[config.mk]
export PLATFORM = sky130hd
export DESIGN_NAME = cpu_irq_iface
export DESIGN_NICKNAME = d
export VERILOG_FILES = /design/src/rtl/cif_pkg.sv /design/src/rtl/cif_prio_stack.sv /design/src/rtl/cif_regs.sv /design/src/rtl/cif_signal_fsm.sv /design/src/rtl/cpu_irq_iface.sv
export SDC_FILE = /design/constraint.sdc
export NUM_CORES = 1
export LEC_CHECK = 0
export BUFFER_PORTS_ARGS = -buffer_cell sky130_fd_sc_hd__buf_2
export CAP_MARGIN = 10
export CORE_MARGIN = 4
export CORE_UTILIZATION = 56
export DETAILED_ROUTE_END_ITERATION = 7
export PLACE_DENSITY = 0.86
export SLEW_MARGIN = 20
export SYNTH_ARGS = -nofsm -noshare
export SYNTH_HDL_FRONTEND = slang
export SYNTH_HIERARCHICAL = 1
export SYNTH_SLANG_ARGS = --single-unit
[constraint.sdc]
create_clock -name clk -period 4.9 [get_ports clk]
set_clock_uncertainty 0.1 [all_clocks]
set_input_delay 0.245 -clock clk [delete_from_list [all_inputs] [get_ports clk]]
set_output_delay 0.245 -clock clk [all_outputs]
set_load 0.05 [all_outputs]
[src/rtl/cif_pkg.sv]
package cif_pkg;

    // Register word index (byte address bits [7:2]); offsets are software-visible
    typedef enum logic [2:0] {
        REG_CTRL   = 3'd0,
        REG_PMASK  = 3'd1,
        REG_BPT    = 3'd2,
        REG_ACK    = 3'd3,
        REG_EOI    = 3'd4,
        REG_RUN    = 3'd5,
        REG_HIPEND = 3'd6,
        REG_NONE   = 3'd7
    } reg_sel_e;

    // Interrupt line state machine
    typedef enum logic {
        SIG_IDLE   = 1'b0,
        SIG_RAISED = 1'b1
    } sig_state_e;

    function automatic reg_sel_e word_decode(input logic [5:0] word);
        reg_sel_e sel;
        case (word)
            6'd0:    sel = REG_CTRL;
            6'd1:    sel = REG_PMASK;
            6'd2:    sel = REG_BPT;
            6'd3:    sel = REG_ACK;
            6'd4:    sel = REG_EOI;
            6'd5:    sel = REG_RUN;
            6'd6:    sel = REG_HIPEND;
            default: sel = REG_NONE;
        endcase
        return sel;
    endfunction

endpackage

[src/rtl/cif_prio_stack.sv]
module cif_prio_stack #(
    parameter int ID_W   = 10,
    parameter int PRIO_W = 8,
    parameter int DEPTH  = 4
) (
    input  logic              clk,
    input  logic              rst_n,
    input  logic              push,
    input  logic [ID_W-1:0]   push_id,
    input  logic [PRIO_W-1:0] push_prio,
    input  logic              pop,
    output logic [ID_W-1:0]   top_id,
    output logic [PRIO_W-1:0] top_prio,
    output logic              empty,
    output logic              full
);
    localparam int CNT_W = $clog2(DEPTH + 1);

    logic [CNT_W-1:0]  count_q;
    logic [ID_W-1:0]   slot_id_arr   [DEPTH];
    logic [PRIO_W-1:0] slot_prio_arr [DEPTH];

    always_ff @(posedge clk or negedge rst_n) begin
        if (!rst_n) begin
            count_q <= '0;
        end else if (push && !full) begin
            count_q <= count_q + CNT_W'(1);
        end else if (pop && !empty) begin
            count_q <= count_q - CNT_W'(1);
        end
    end

    for (genvar g = 0; g < DEPTH; g++) begin : g_slot
        logic [ID_W-1:0]   id_q;
        logic [PRIO_W-1:0] prio_q;
        always_ff @(posedge clk or negedge rst_n) begin
            if (!rst_n) begin
                id_q   <= '0;
                prio_q <= '0;
            end else if (push && (count_q == CNT_W'(g))) begin
                id_q   <= push_id;
                prio_q <= push_prio;
            end
        end
        assign slot_id_arr[g]   = id_q;
        assign slot_prio_arr[g] = prio_q;
    end

    always_comb begin
        top_id   = '0;
        top_prio = '1;
        for (int i = 0; i < DEPTH; i++) begin
            if (count_q == CNT_W'(i + 1)) begin
                top_id   = slot_id_arr[i];
                top_prio = slot_prio_arr[i];
            end
        end
    end

    assign empty = (count_q == '0);
    assign full  = (count_q == CNT_W'(DEPTH));

    AST_NO_OVERFLOW: assert property (@(posedge clk) disable iff (!rst_n)
        push |-> !full);
    AST_NO_UNDERFLOW: assert property (@(posedge clk) disable iff (!rst_n)
        pop |-> !empty);
    AST_PUSH_SETS_RUN: assert property (@(posedge clk) disable iff (!rst_n)
        push |=> (top_prio == $past(push_prio)));

endmodule

[src/rtl/cif_regs.sv]
module cif_regs
    import cif_pkg::*;
#(
    parameter int ID_W      = 10,
    parameter int PRIO_W    = 8,
    parameter int DATA_W    = 32,
    parameter int ADDR_W    = 8,
    parameter int MASK_BITS = 4,
    parameter int BPT_W     = 3
) (
    input  logic              clk,
    input  logic              rst_n,
    input  logic              bus_sel,
    input  logic              bus_wr,
    input  logic [ADDR_W-1:0] bus_addr,
    input  logic [DATA_W-1:0] bus_wdata,
    input  logic [DATA_W-1:0] ack_word,
    input  logic [DATA_W-1:0] hp_word,
    input  logic [PRIO_W-1:0] run_prio,
    output logic [DATA_W-1:0] bus_rdata,
    output logic              sig_en,
    output logic [PRIO_W-1:0] prio_mask,
    output logic              rd_ack,
    output logic              wr_eoi,
    output logic [ID_W-1:0]   eoi_val
);
    localparam int LOW_BITS = PRIO_W - MASK_BITS;

    reg_sel_e           sel;
    logic               en_q;
    logic [MASK_BITS-1:0] mask_hi_q;
    logic [BPT_W-1:0]   bpt_q;
    logic               wr_any;

    assign sel    = word_decode(bus_addr[ADDR_W-1:2]);
    assign wr_any = bus_sel && bus_wr;

    always_ff @(posedge clk or negedge rst_n) begin
        if (!rst_n) begin
            en_q      <= 1'b0;
            mask_hi_q <= '0;
            bpt_q     <= '0;
        end else if (wr_any) begin
            unique case (sel)
                REG_CTRL:  en_q      <= bus_wdata[0];
                REG_PMASK: mask_hi_q <= bus_wdata[PRIO_W-1:LOW_BITS];
                REG_BPT:   bpt_q     <= bus_wdata[BPT_W-1:0];
                default:   ;
            endcase
        end
    end

    assign sig_en    = en_q;
    assign prio_mask = {mask_hi_q, {LOW_BITS{1'b0}}};
    assign rd_ack    = bus_sel && !bus_wr && (sel == REG_ACK);
    assign wr_eoi    = wr_any && (sel == REG_EOI);
    assign eoi_val   = bus_wdata[ID_W-1:0];

    always_comb begin
        bus_rdata = '0;
        if (bus_sel && !bus_wr) begin
            unique case (sel)
                REG_CTRL:   bus_rdata = DATA_W'(en_q);
                REG_PMASK:  bus_rdata = DATA_W'(prio_mask);
                REG_BPT:    bus_rdata = DATA_W'(bpt_q);
                REG_ACK:    bus_rdata = ack_word;
                REG_RUN:    bus_rdata = DATA_W'(run_prio);
                REG_HIPEND: bus_rdata = hp_word;
                default:    bus_rdata = '0;
            endcase
        end
    end

    AST_BPT_HOLDS: assert property (@(posedge clk) disable iff (!rst_n)
        !(wr_any && sel == REG_BPT) |=> (bpt_q == $past(bpt_q)));

endmodule

[src/rtl/cif_signal_fsm.sv]
module cif_signal_fsm
    import cif_pkg::*;
(
    input  logic clk,
    input  logic rst_n,
    input  logic qual,
    input  logic ack_take,
    output logic irq_o
);
    sig_state_e state_q, state_d;

    always_ff @(posedge clk or negedge rst_n) begin
        if (!rst_n) state_q <= SIG_IDLE;
        else        state_q <= state_d;
    end

    always_comb begin
        state_d = state_q;
        unique case (state_q)
            SIG_IDLE:   if (qual && !ack_take)   state_d = SIG_RAISED;
            SIG_RAISED: if (ack_take || !qual)   state_d = SIG_IDLE;
            default:    state_d = SIG_IDLE;
        endcase
    end

    always_comb begin
        irq_o = 1'b0;
        unique case (state_q)
            SIG_RAISED: irq_o = 1'b1;
            default:    irq_o = 1'b0;
        endcase
    end

    AST_DROP_AFTER_ACK: assert property (@(posedge clk) disable iff (!rst_n)
        ack_take |=> !irq_o);
    AST_RAISE_NEEDS_QUAL: assert property (@(posedge clk) disable iff (!rst_n)
        $rose(irq_o) |-> $past(qual));

endmodule

[src/rtl/cpu_irq_iface.sv]
module cpu_irq_iface #(
    parameter int ID_W        = 10,
    parameter int PRIO_W      = 8,
    parameter int CPU_W       = 3,
    parameter int DATA_W      = 32,
    parameter int ADDR_W      = 8,
    parameter int STACK_DEPTH = 4,
    parameter int SGI_LIMIT   = 16
) (
    input  logic              clk,
    input  logic              rst_n,
    input  logic              hp_valid,
    input  logic [ID_W-1:0]   hp_id,
    input  logic [PRIO_W-1:0] hp_prio,
    input  logic [CPU_W-1:0]  hp_src_cpu,
    input  logic              bus_sel,
    input  logic              bus_wr,
    input  logic [ADDR_W-1:0] bus_addr,
    input  logic [DATA_W-1:0] bus_wdata,
    output logic [DATA_W-1:0] bus_rdata,
    output logic              irq_o,
    output logic              ack_stb,
    output logic [ID_W-1:0]   ack_id,
    output logic              eoi_stb,
    output logic [ID_W-1:0]   eoi_id
);
    localparam logic [ID_W-1:0] SPUR_ID = '1;

    logic              sig_en;
    logic [PRIO_W-1:0] prio_mask;
    logic              rd_ack, wr_eoi;
    logic [ID_W-1:0]   eoi_val;
    logic [ID_W-1:0]   top_id;
    logic [PRIO_W-1:0] run_prio;
    logic              stk_empty, stk_full;
    logic              qual, ack_take, eoi_hit;
    logic [CPU_W-1:0]  cpu_field;
    logic [DATA_W-1:0] ack_word, hp_word;
    logic              ack_stb_q, eoi_stb_q;
    logic [ID_W-1:0]   ack_id_q, eoi_id_q;

    assign qual = sig_en && hp_valid && (hp_prio < prio_mask)
                  && (hp_prio < run_prio) && !stk_full;
    assign cpu_field = (hp_id < ID_W'(SGI_LIMIT)) ? hp_src_cpu : '0;
    assign ack_word  = qual     ? DATA_W'({cpu_field, hp_id}) : DATA_W'(SPUR_ID);
    assign hp_word   = hp_valid ? DATA_W'({cpu_field, hp_id}) : DATA_W'(SPUR_ID);
    assign ack_take  = rd_ack && qual;
    assign eoi_hit   = wr_eoi && !stk_empty && (eoi_val == top_id);

    cif_regs #(
        .ID_W(ID_W), .PRIO_W(PRIO_W), .DATA_W(DATA_W), .ADDR_W(ADDR_W),
        .MASK_BITS(4), .BPT_W(3)
    ) u_regs (
        .clk(clk), .rst_n(rst_n),
        .bus_sel(bus_sel), .bus_wr(bus_wr), .bus_addr(bus_addr),
        .bus_wdata(bus_wdata), .ack_word(ack_word), .hp_word(hp_word),
        .run_prio(run_prio), .bus_rdata(bus_rdata), .sig_en(sig_en),
        .prio_mask(prio_mask), .rd_ack(rd_ack), .wr_eoi(wr_eoi),
        .eoi_val(eoi_val)
    );

    cif_prio_stack #(
        .ID_W(ID_W), .PRIO_W(PRIO_W), .DEPTH(STACK_DEPTH)
    ) u_stack (
        .clk(clk), .rst_n(rst_n),
        .push(ack_take), .push_id(hp_id), .push_prio(hp_prio),
        .pop(eoi_hit), .top_id(top_id), .top_prio(run_prio),
        .empty(stk_empty), .full(stk_full)
    );

    cif_signal_fsm u_fsm (
        .clk(clk), .rst_n(rst_n), .qual(qual), .ack_take(ack_take),
        .irq_o(irq_o)
    );

    always_ff @(posedge clk or negedge rst_n) begin
        if (!rst_n) begin
            ack_stb_q <= 1'b0;
            ack_id_q  <= '0;
            eoi_stb_q <= 1'b0;
            eoi_id_q  <= '0;
        end else begin
            ack_stb_q <= ack_take;
            eoi_stb_q <= eoi_hit;
            if (ack_take) ack_id_q <= hp_id;
            if (eoi_hit)  eoi_id_q <= eoi_val;
        end
    end

    assign ack_stb = ack_stb_q;
    assign ack_id  = ack_id_q;
    assign eoi_stb = eoi_stb_q;
    assign eoi_id  = eoi_id_q;

    AST_SPUR_NO_STROBE: assert property (@(posedge clk) disable iff (!rst_n)
        (rd_ack && !qual) |=> !ack_stb);
    AST_EOI_IGNORED: assert property (@(posedge clk) disable iff (!rst_n)
        (wr_eoi && !eoi_hit) |=> (!eoi_stb && $stable(run_prio)));
    AST_STROBE_EXCL: assert property (@(posedge clk) disable iff (!rst_n)
        !(ack_stb && eoi_stb));

endmodule

### Yosys cells after proc, flatten, opt, wreduce, memory -nomap -nowiden

Index checks and enable logic that the tools add are counted.
Widths: inputs -> output; s select.

| storage, ports and cells | value |
|---|---|
| input bits | 66 |
| register bits after elaboration | 106 |
| logic and storage cells | 91 |

| cells by class | value |
|---|---|
| reduce and logical (&&, ||, !) cells | 31 |
| bitwise gates (word level) | 1 |
| add/sub/neg operators | 2 |
| eq/ne operators | 17 |
| order comparisons | 3 |
| mux-type cells | 20 |

Operators by type and width:

| operator | count |
|---|---|
| $pmux 13 s6 | 1 |
| $mux 10 | 4 |
| $mux 32 | 1 |
| $mux 8 | 4 |
| $mux 13 | 2 |
| $pmux 3 s7 | 1 |
| $eq 6x3->1 const B | 3 |
| $logic_and 1x1->1 | 18 |
| $lt 8x8->1 | 2 |
| $eq 3x2->1 const B | 4 |
| $eq 3x3->1 const B | 4 |
| $eq 6x2->1 const B | 2 |
| $eq 10x10->1 | 1 |
| $lt 10x5->1 const B | 1 |
| $mux 3 | 3 |
| $eq 3x1->1 const B | 2 |
| $eq 6x1->1 const B | 1 |
| $logic_not 3->1 | 2 |
| $logic_not 6->1 | 1 |
| $reduce_and 2->1 | 3 |
| $logic_not 1->1 | 5 |
| $add 3x1->3 const B | 1 |
| $mux 1 | 3 |
| $sub 3x1->3 const B | 1 |
| 4 further kinds | 4 |

### Depth between registers and ports, before layout

Gate-level depths: netlist (run 1).

| depth | value |
|---|---|
| word-level depth | 13 |
| gate-level depth with buffers | 21 |
| gate-level depth less buffers | 17 |

### Cells and area by module

The synthesis (run 1) kept the hierarchy.

Modules (own cells, without submodules):

| module | cells an instance | area each (um^2) | times used |
|---|---|---|---|
| cif_prio_stack | 272 | 3510.9 | 1 |
| cpu_irq_iface | 156 | 1556.5 | 1 |
| cif_regs | 150 | 1146.1 | 1 |
| cif_signal_fsm | 2 | 38.8 | 1 |

### Worst setup path after synthesis (run 1)

OpenSTA, ideal clock, no wires.

| timing | value |
|---|---|
| kind | register to output |
| from | register u_stack.count_q[1] |
| to | output port bus_rdata[0] |
| path slack | 268 ps |
| required time | 4555 ps |
| data arrival time | 4287 ps |
| cell stages (with the launch flop) | 17 |
| path buffers | 1 |
| path through | dfrtp_1 ha_1 ha_1 or4b_4 buf_6 o221ai_1 o21ai_1 inv_1 ha_1 nor2_1 or3_1 or3_1 nand3_1 or2_2 mux2_2 a221oi_1 a211oi_1 |

| between the ends | value |
|---|---|
| cells in the longest elaborated chain, start to end | 11 |
| elaborated cells between the ends (all ways) | 15 |
| classes of those cells | order compare (1); eq/ne (4); mux (7); reduce/logical (3) |

Ends and longest elaborated chain:

| what | RTL line | source |
|---|---|---|
| start, declared | cif_prio_stack.sv:19 | `logic [CNT_W-1:0] count_q;` |
| start signal, assigned | cif_prio_stack.sv:27 | `count_q <= count_q + CNT_W'(1);` |
| start signal, assigned | cif_prio_stack.sv:29 | `count_q <= count_q - CNT_W'(1);` |
| $eq 3x1->1 | cif_prio_stack.sv:53 | `if (count_q == CNT_W'(i + 1)) begin` |
| $mux 8 (3 in a row) | cif_prio_stack.sv:53 |  |
| $mux 8 * | cif_prio_stack.sv:53 |  |
| net run_prio[3] | cpu_irq_iface.sv:34 | `logic [PRIO_W-1:0] run_prio;` |
| $lt 8x8->1 * | cpu_irq_iface.sv:43 | `&& (hp_prio < run_prio) && !stk_full;` |
| $logic_and 1x1->1 * (2 in a row) | cpu_irq_iface.sv:43 |  |
| $mux 13 * | cpu_irq_iface.sv:45 | `assign ack_word = qual ? DATA_W'({cpu_field, hp_id}) : DATA_W'(SPUR_ID);` |
| net ack_word[0] | cpu_irq_iface.sv:38 | `logic [DATA_W-1:0] ack_word, hp_word;` |
| $pmux 13 s6 * | cif_regs.sv:62 | `unique case (sel)` |
| $mux 32 * | cif_regs.sv:61 | `if (bus_sel && !bus_wr) begin` |
| end, declared | cpu_irq_iface.sv:20 | `output logic [DATA_W-1:0] bus_rdata,` |

The timed path passes the listed nets; every way through them passes the cells marked *.

### Final worst setup path (run 1)

| timing | value |
|---|---|
| from | register u_stack.count_q[1] |
| to | output port bus_rdata[6] |

The elaborated chain is that of the path after synthesis.

==> out/qor.csv, run 1 <==
stage,metric,value,unit
run_status,status,"finished, final reports clean",
timing,hold_viol_final,0,
grt,antenna_found_initial,0,
route,drt-initial-drc-count,377,
worst_setup_path,path_max_fanout,7,
cells_and_area,seqCellArea,2650,sq um
timing,fmax,213,MHz
clock_tree,clk_path_buf_depth,2,
placed_design,io_buffers,77,
placed_design,dp_slack,0.361,ns
floorplan,fp.dieH,114,microns
worst_setup_path,criticalPathCategory,reg2out,
clock_tree,cts.sinks,106,
logic_synthesis,netlist_area,6250,sq um
logic_synthesis,ys_types,55,
placed_design,place_congestion,0.821,
floorplan,dieArea,12900,sq um
route,drc_errors,0,
timing,holdWs,0.0338,ns
job,cap_violations,0,
route,wire_per_inst,18.9,microns
power,ir_drop,0.000159,V
logic_synthesis,ys_seq_elements,106,
logic_synthesis,synth-async-reset-ratio,100,%
placed_design,dp_hpwl,11.2,mm
power,power,1.52,mW
clock_tree,cts_max_level,3,
clock_tree,cts_tree,yes,
timing,relSlewSlack,32.0,%
clock_tree,numCtsBuffers,9,
timing,period_share,96.0,%
logic_synthesis,synth_edf_count,0,
power,p_switching,0.385,mW
worst_setup_path,crit_required,4.55,ns
cells_and_area,final_util,64.8,%
timing,setup_violations,0,
floorplan,num_io_pins,121,
min_path,hold_class,in2reg,
floorplan,die_w,114,microns
cells_and_area,fillers,826,
power,power_frac_comb,8.6,%
power,swShare,25.3,%
timing,min_period,4.70,ns
grt,grt_usage,24.7,%
worst_setup_path,start_kind,register,
power,seq_power_share,58.0,%
logic_synthesis,postSynthCellCount,580,
power,intPower,1.14,mW
grt,grt_max_degree,59,
cells_and_area,synthToLayoutAreaGrowth,12.9,%
logic_synthesis,avgSynthCellArea,10.8,sq um
power,power_density,216,nW/um^2
cells_and_area,nets,768,
route,drtAntennaViolNets,0,
timing,tightest_slew,1.02,ns
cells_and_area,antennaDiodeCount,0,
power,leakagePower,3.48,nW
clock_tree,insertion_delay,0.39,ns
timing,worst_slack,0.197,ns
timing,drv_slew,0,
route,drt-pass1-iter-count,5,
logic_synthesis,synth_ff_type,dfrtp_1,
grt,grt_pass1_wl,25.0,mm
clock_tree,path_clk_slew,0.11,ns
cells_and_area,multi_input_area,3410,sq um
grt,grt_pass1_vias,5044,
grt,grt_overflow,0,
floorplan,initial_core_util,57.4,%
worst_setup_path,end_kind,output pin,
route,drt_wl_total,15.7,mm
floorplan,std_cell_rows,38,
floorplan,core_area,10900,sq um
clock_tree,cts_root_buf,clkbuf_8,
logic_synthesis,yosysWarnings,6,
route,viasPerCell,5.88,
power,clockPowerShare,33.4,%
route,vias,4859,
worst_setup_path,crit_arrival,4.36,ns
logic_synthesis,seq_area_frac_synth,42.4,%
cells_and_area,drive_gt1_share,35.7,%
-- final cells by class --
type                            instances  share of cell area [%]
Clock buffer                           13                    2.25
Clock inverter                          3                   0.337
Inverter                               21                    1.12
Multi-Input combinational cell        448                    48.4
Sequential cell                       106                    37.6
Tap cell                              140                    2.48
Timing Repair Buffer                   96                    7.85
-- power groups by stage --
| stage | logic (mW) | registers [mW] | clock network [mW] |
|---|---|---|---|
| 5_1_grt | 0.147 | 0.885 | 0.552 |
| 2_1_floorplan | 0.0663 | 0.900 | 0 |
| 3_3_place_gp | 0.117 | 0.901 | 0 |
| 4_1_cts | 0.127 | 0.884 | 0.520 |
| 6_report | 0.131 | 0.884 | 0.509 |
| 3_5_place_dp | 0.126 | 0.901 | 0 |
-- flip-flops by register name (all words and copies together) (netlist names) --
| signal | flops |
|---|---|
| eoi_stb | 1 |
| u_stack/count_q | 3 |
| u_regs/sig_en | 1 |
| ack_stb | 1 |
| ack_id | 10 |
| u_fsm/state_q | 1 |
| u_stack/g_slot.prio_q | 32 |
| u_stack/g_slot.id_q | 40 |
| u_regs/mask_hi_q | 4 |
| u_regs/bpt_q | 3 |
| eoi_id | 10 |
-- per-stage QoR --
stage,instance area (sq um),instances,TNS [ns]
after global routing,7060,827,-0.0155
after global placement,6750,805,0
after detailed placement,6750,805,0
after CTS,6950,822,0
after floorplan,6400,620,0
final,7060,827,0
-- routing by layer --
| layer | track usage, % | up-vias | wire length, microns |
|---|---|---|---|
| li1 | - | 2213 | - |
| met1 | 31.8 | 2402 | 6510 |
| met3 | 4.72 | 53 | 1080 |
| met5 | 0 | - | 0 |
| met4 | 12.6 | 0 | 645 |
| met2 | 40.0 | 191 | 7420 |
-- cell families (layout without fill, tap and decap cells) --
kind of cell,count (synthesis),after routing,synth area share [%]
AND/OR/NAND/NOR,174,174,15.3
multiplexers,108,108,20.0
flip-flops,106,106,42.4
AO/OA/AOI/OAI,93,93,10.4
buffers and inverters,66,133,6.22
adder cells (fa/ha/maj),20,20,4.00
XOR/XNOR,11,11,1.54
other,2,42,0.120
-- synthesized netlist by cell type, types with 3 or more instances --
cell      number  share of area, %
nand2_1       36               2.2
nand3b_1       5              0.60
inv_1         20               1.2
nor2_1        52               3.1
nand2_2        3              0.30
nand4_1        4              0.40
and2_1         3              0.30
mux2_4        10               2.4
nand3_1        5              0.40
dfrtp_1      106                42
nor3_1         5              0.40
a22oi_1       32               3.8
mux2i_1        5              0.80
a21oi_1       16               1.3
nand2b_1      22               2.2
a221oi_1      11               1.5
buf_4         18               2.2
and3_1         4              0.40
nor2b_1        5              0.50
o21ai_0       10              0.80
xnor2_1        5              0.70
buf_6          7               1.3
mux2_2        93                17
o221ai_1       7              0.98
or2_2         10               1.0
clkbuf_1      11              0.66
buf_2          8              0.64
xor2_1         6              0.84
ha_1          20               4.0
o21ai_1        8              0.64
-- cell usage in the layout, fill, tap and decap left out, types with 3 or more instances in the layout --
cell	netlist	final
o21ai_0	10	9
and3_1	4	4
a21oi_1	16	16
a22oi_1	32	32
mux2_4	10	10
a221oi_1	11	10
inv_1	20	20
nand2b_1	22	22
o221ai_1	7	4
xor2_1	6	6
nor3_1	5	4
nand2_1	36	36
and2_1	3	3
nand3b_1	5	5
xnor2_1	5	5
mux2_2	93	93
clkbuf_8	0	11
dfrtp_1	106	105
ha_1	20	19
o221ai_2	2	5
nor2b_1	5	5
or2_2	10	10
conb_1	2	42
nor2_1	52	52
buf_6	7	3
buf_4	18	19
nand2_2	3	3
mux2i_1	5	5
nand3_1	5	4
nand4_1	4	4
o21ai_1	8	9
buf_2	8	72
-- critical path, stage by stage, from the launching register on --
cell and delay (ns):
dfrtp_2 0.45, ha_1 0.19, ha_1 0.22, or4b_4 0.66, o221ai_2 0.20, o21ai_1 0.14, inv_1 0.09, ha_2 0.19
nor2_1 0.05, or3_1 0.34, or3_1 0.40, nand3_2 0.12, buf_6 0.12, or2_2 0.10, nand3b_1 0.06, o21ai_0 0.10
a22oi_1 0.12, nor2_1 0.22, buf_6 0.19
-- final timing paths --
path / from / end / slack [ns] / cells past startpoint
max reg2reg: u_stack/count_q[1] / u_stack/g_slot[0].id_q[2] / 0.31 / 15
min reg2reg: u_stack/g_slot[2].prio_q[3] / u_stack/g_slot[2].prio_q[3] / 0.40 / 1
min in group asynchronous: rst_n / u_stack/g_slot[3].prio_q[1] / 0.32 / 2
max in group asynchronous: rst_n / u_stack/g_slot[0].id_q[9] / 3.21 / 3
min: bus_wdata[3] / eoi_id[3] / 0.03 / 2
max: u_stack/count_q[1] / bus_rdata[6] / 0.20 / 18
-- timing repair --
action	4_1_cts	5_1_grt
hold buffers	1	0
endpoints found under the setup margin	0	43
setup buffers	0	5
gates resized for setup	0	23
hold endpoints to repair	48	0
(Power assumes the default switching activity.)
==> inputs of run 2 (changes only) <==
--- a/config.mk
+++ b/config.mk
@@ -7,8 +7,10 @@
 export LEC_CHECK = 0
 export BUFFER_PORTS_ARGS = -buffer_cell sky130_fd_sc_hd__buf_2
 export CAP_MARGIN = 10
+export CELL_PAD_IN_SITES_DETAIL_PLACEMENT = 1
+export CELL_PAD_IN_SITES_GLOBAL_PLACEMENT = 1
 export CORE_MARGIN = 4
-export CORE_UTILIZATION = 56
+export CORE_UTILIZATION = 44
 export DETAILED_ROUTE_END_ITERATION = 7
 export PLACE_DENSITY = 0.86
 export SLEW_MARGIN = 20
==> run 2 against run 1 <==
Against the previous run: sequential power barely moved; non-clock buffer count fell by 2; final area rose by 2.1%; via count fell by 0.16%; first-iteration DRC count fell by 27%; sequential share of layout area fell by 0.78 points; clock power rose by 45%; sequential cell count did not move; utilization fell by 13 points; critical path type unchanged.
==> out/qor.csv, run 2 (same netlist as run 1, synthesis figures left out) <==
stage,metric,value,unit
worst_setup_path,start_kind,register,
grt,grt_pass1_wl,29.2,mm
timing,relSlewSlack,30.5,%
floorplan,core_area,13900,sq um
cells_and_area,nets,766,
floorplan,dieArea,16200,sq um
placed_design,dp_slack,0.282,ns
worst_setup_path,crit_required,4.55,ns
worst_setup_path,criticalPathCategory,reg2out,
cells_and_area,multi_input_area,3410,sq um
cells_and_area,final_area,7210,sq um
power,power_frac_comb,7.7,%
clock_tree,cts.sinks,106,
placed_design,io_buffers,77,
timing,holdWs,0.0427,ns
power,p_switching,0.435,mW
timing,worst_slack,0.0913,ns
route,viasPerCell,5.61,
power,ir_drop,0.000290,V
timing,min_period,4.81,ns
placed_design,dp_hpwl,13.2,mm
cells_and_area,fillers,1535,
placed_design,place_area,6810,sq um
timing,setup_violations,0,
timing,tightest_slew,1.04,ns
cells_and_area,final_util,51.9,%
grt,grt_overflow,0,
worst_setup_path,r2r_slack,0.26,ns
floorplan,fp.dieH,127,microns
route,drtAntennaViolNets,0,
worst_setup_path,path_max_fanout,7,
route,drt-pass1-iter-count,5,
power,leakagePower,3.53,nW
floorplan,std_cell_rows,43,
clock_tree,numCtsBuffers,9,
cells_and_area,antennaDiodeCount,0,
timing,fmax,208,MHz
floorplan,initial_core_util,45.0,%
worst_setup_path,crit_arrival,4.46,ns
floorplan,num_io_pins,121,
cells_and_area,final_cell_mix,"dfrtp_1 (105), mux2_2 (93), buf_2 (71), nor2_1 (52), conb_1 (42)",
route,drt_wl_total,18.7,mm
clock_tree,cts_root_buf,clkbuf_16,
job,cap_violations,0,
power,clockPowerShare,42.0,%
grt,grt_pass1_vias,5353,
route,drt-initial-drc-count,275,
clock_tree,path_clk_slew,0.08,ns
placed_design,place_congestion,0.937,
cells_and_area,synthToLayoutAreaGrowth,15.3,%
cells_and_area,final_common_cell,dfrtp_1,
cells_and_area,largest_reg_flops,40,
cells_and_area,seqCellArea,2650,sq um
worst_setup_path,end_kind,output pin,
grt,grt_max_degree,55,
min_path,hold_class,in2reg,
power,seq_power_share,50.3,%
run_status,status,"finished, final reports clean",
timing,period_share,98.1,%
cells_and_area,largest-register,u_stack/g_slot.id_q,
cells_and_area,reg_top3,"u_stack/g_slot.id_q (40), u_stack/g_slot.prio_q (32)",
clock_tree,insertion_delay,0.36,ns
clock_tree,cts_tree,yes,
power,swShare,24.8,%
route,vias,4851,
power,power_density,244,nW/um^2
grt,grt_usage,23.3,%
route,drc_errors,0,
timing,finalSetupTns,0,ns
power,intPower,1.32,mW
grt,antenna_found_initial,1,
route,wire_per_inst,21.6,microns
cells_and_area,drive_gt1_share,35.8,%
timing,hold_viol_final,0,
clock_tree,clk_path_buf_depth,2,
timing,drv_slew,0,
floorplan,die_w,127,microns
clock_tree,cts_max_level,3,
run 2: final timing paths:
check,cells after the start,start,end
max,16,u_stack/count_q[1],bus_rdata[0]
min,2,bus_wdata[3],eoi_id[3]
max reg2reg,15,u_stack/count_q[1],u_stack/g_slot[0].prio_q[3]
min reg2reg,1,u_stack/g_slot[2].prio_q[6],u_stack/g_slot[2].prio_q[6]
max in group asynchronous,3,rst_n,u_stack/g_slot[3].prio_q[1]
min in group asynchronous,2,rst_n,eoi_id[9]
run 2: worst max-delay path: stages (launching register included):
cell and delay [ns]:
dfrtp_2 0.46, ha_1 0.20, ha_1 0.24, or4b_4 0.64
buf_4 0.18, o221ai_1 0.21, o21ai_1 0.17, inv_1 0.11
ha_1 0.23, nor3_1 0.22, or3_1 0.18, nand3_1 0.13
or2_2 0.29, mux2_2 0.27, a221oi_2 0.24, a211oi_2 0.09
buf_4 0.23
run 2: through the flow:
stage | power [mW] | std cells
3_5_place_dp | 1.03 | 846
2_1_floorplan | 0.966 | 620
5_1_grt | 1.82 | 865
4_1_cts | 1.76 | 863
3_3_place_gp | 1.02 | 846
6_report | 1.76 | 865
run 2: power groups by stage:
| stage | clock network [mW] | registers [mW] | logic, mW |
|---|---|---|---|
| after global placement | 0 | 0.900 | 0.120 |
| final | 0.738 | 0.885 | 0.135 |
| after detailed placement | 0 | 0.901 | 0.128 |
| after CTS | 0.749 | 0.884 | 0.131 |
| after global routing | 0.788 | 0.885 | 0.152 |
| after floorplan | 0 | 0.900 | 0.0663 |
run 2: final cells by class:
class	instances	share of cell area, %
Multi-Input combinational cell	448	47.3
Timing Repair Buffer	94	7.64
Inverter	21	1.09
Sequential cell	106	36.8
Tap cell	180	3.13
Clock inverter	6	0.868
Clock buffer	10	3.18
run 2: metal layers:
| metal | share of wire [%] | GRT usage, % | wire, microns | vias to the layer above |
|---|---|---|---|---|
| met2 | 52 | 40.6 | 9670 | 139 |
| met3 | 5.1 | 5.43 | 945 | 36 |
| li1 | - | - | - | 2210 |
| met5 | 0 | 0 | 0 | - |
| met4 | 2.6 | 9.27 | 488 | 0 |
| met1 | 41 | 27.9 | 7590 | 2466 |
run 2: repair_timing:
item                                    CTS  global route
buffers inserted                          0             2
endpoints found under the setup margin    2             7
pin swaps                                 0             3
hold buffers                              1             0
hold endpoints to repair                 52             0
gates resized for setup                   2            20
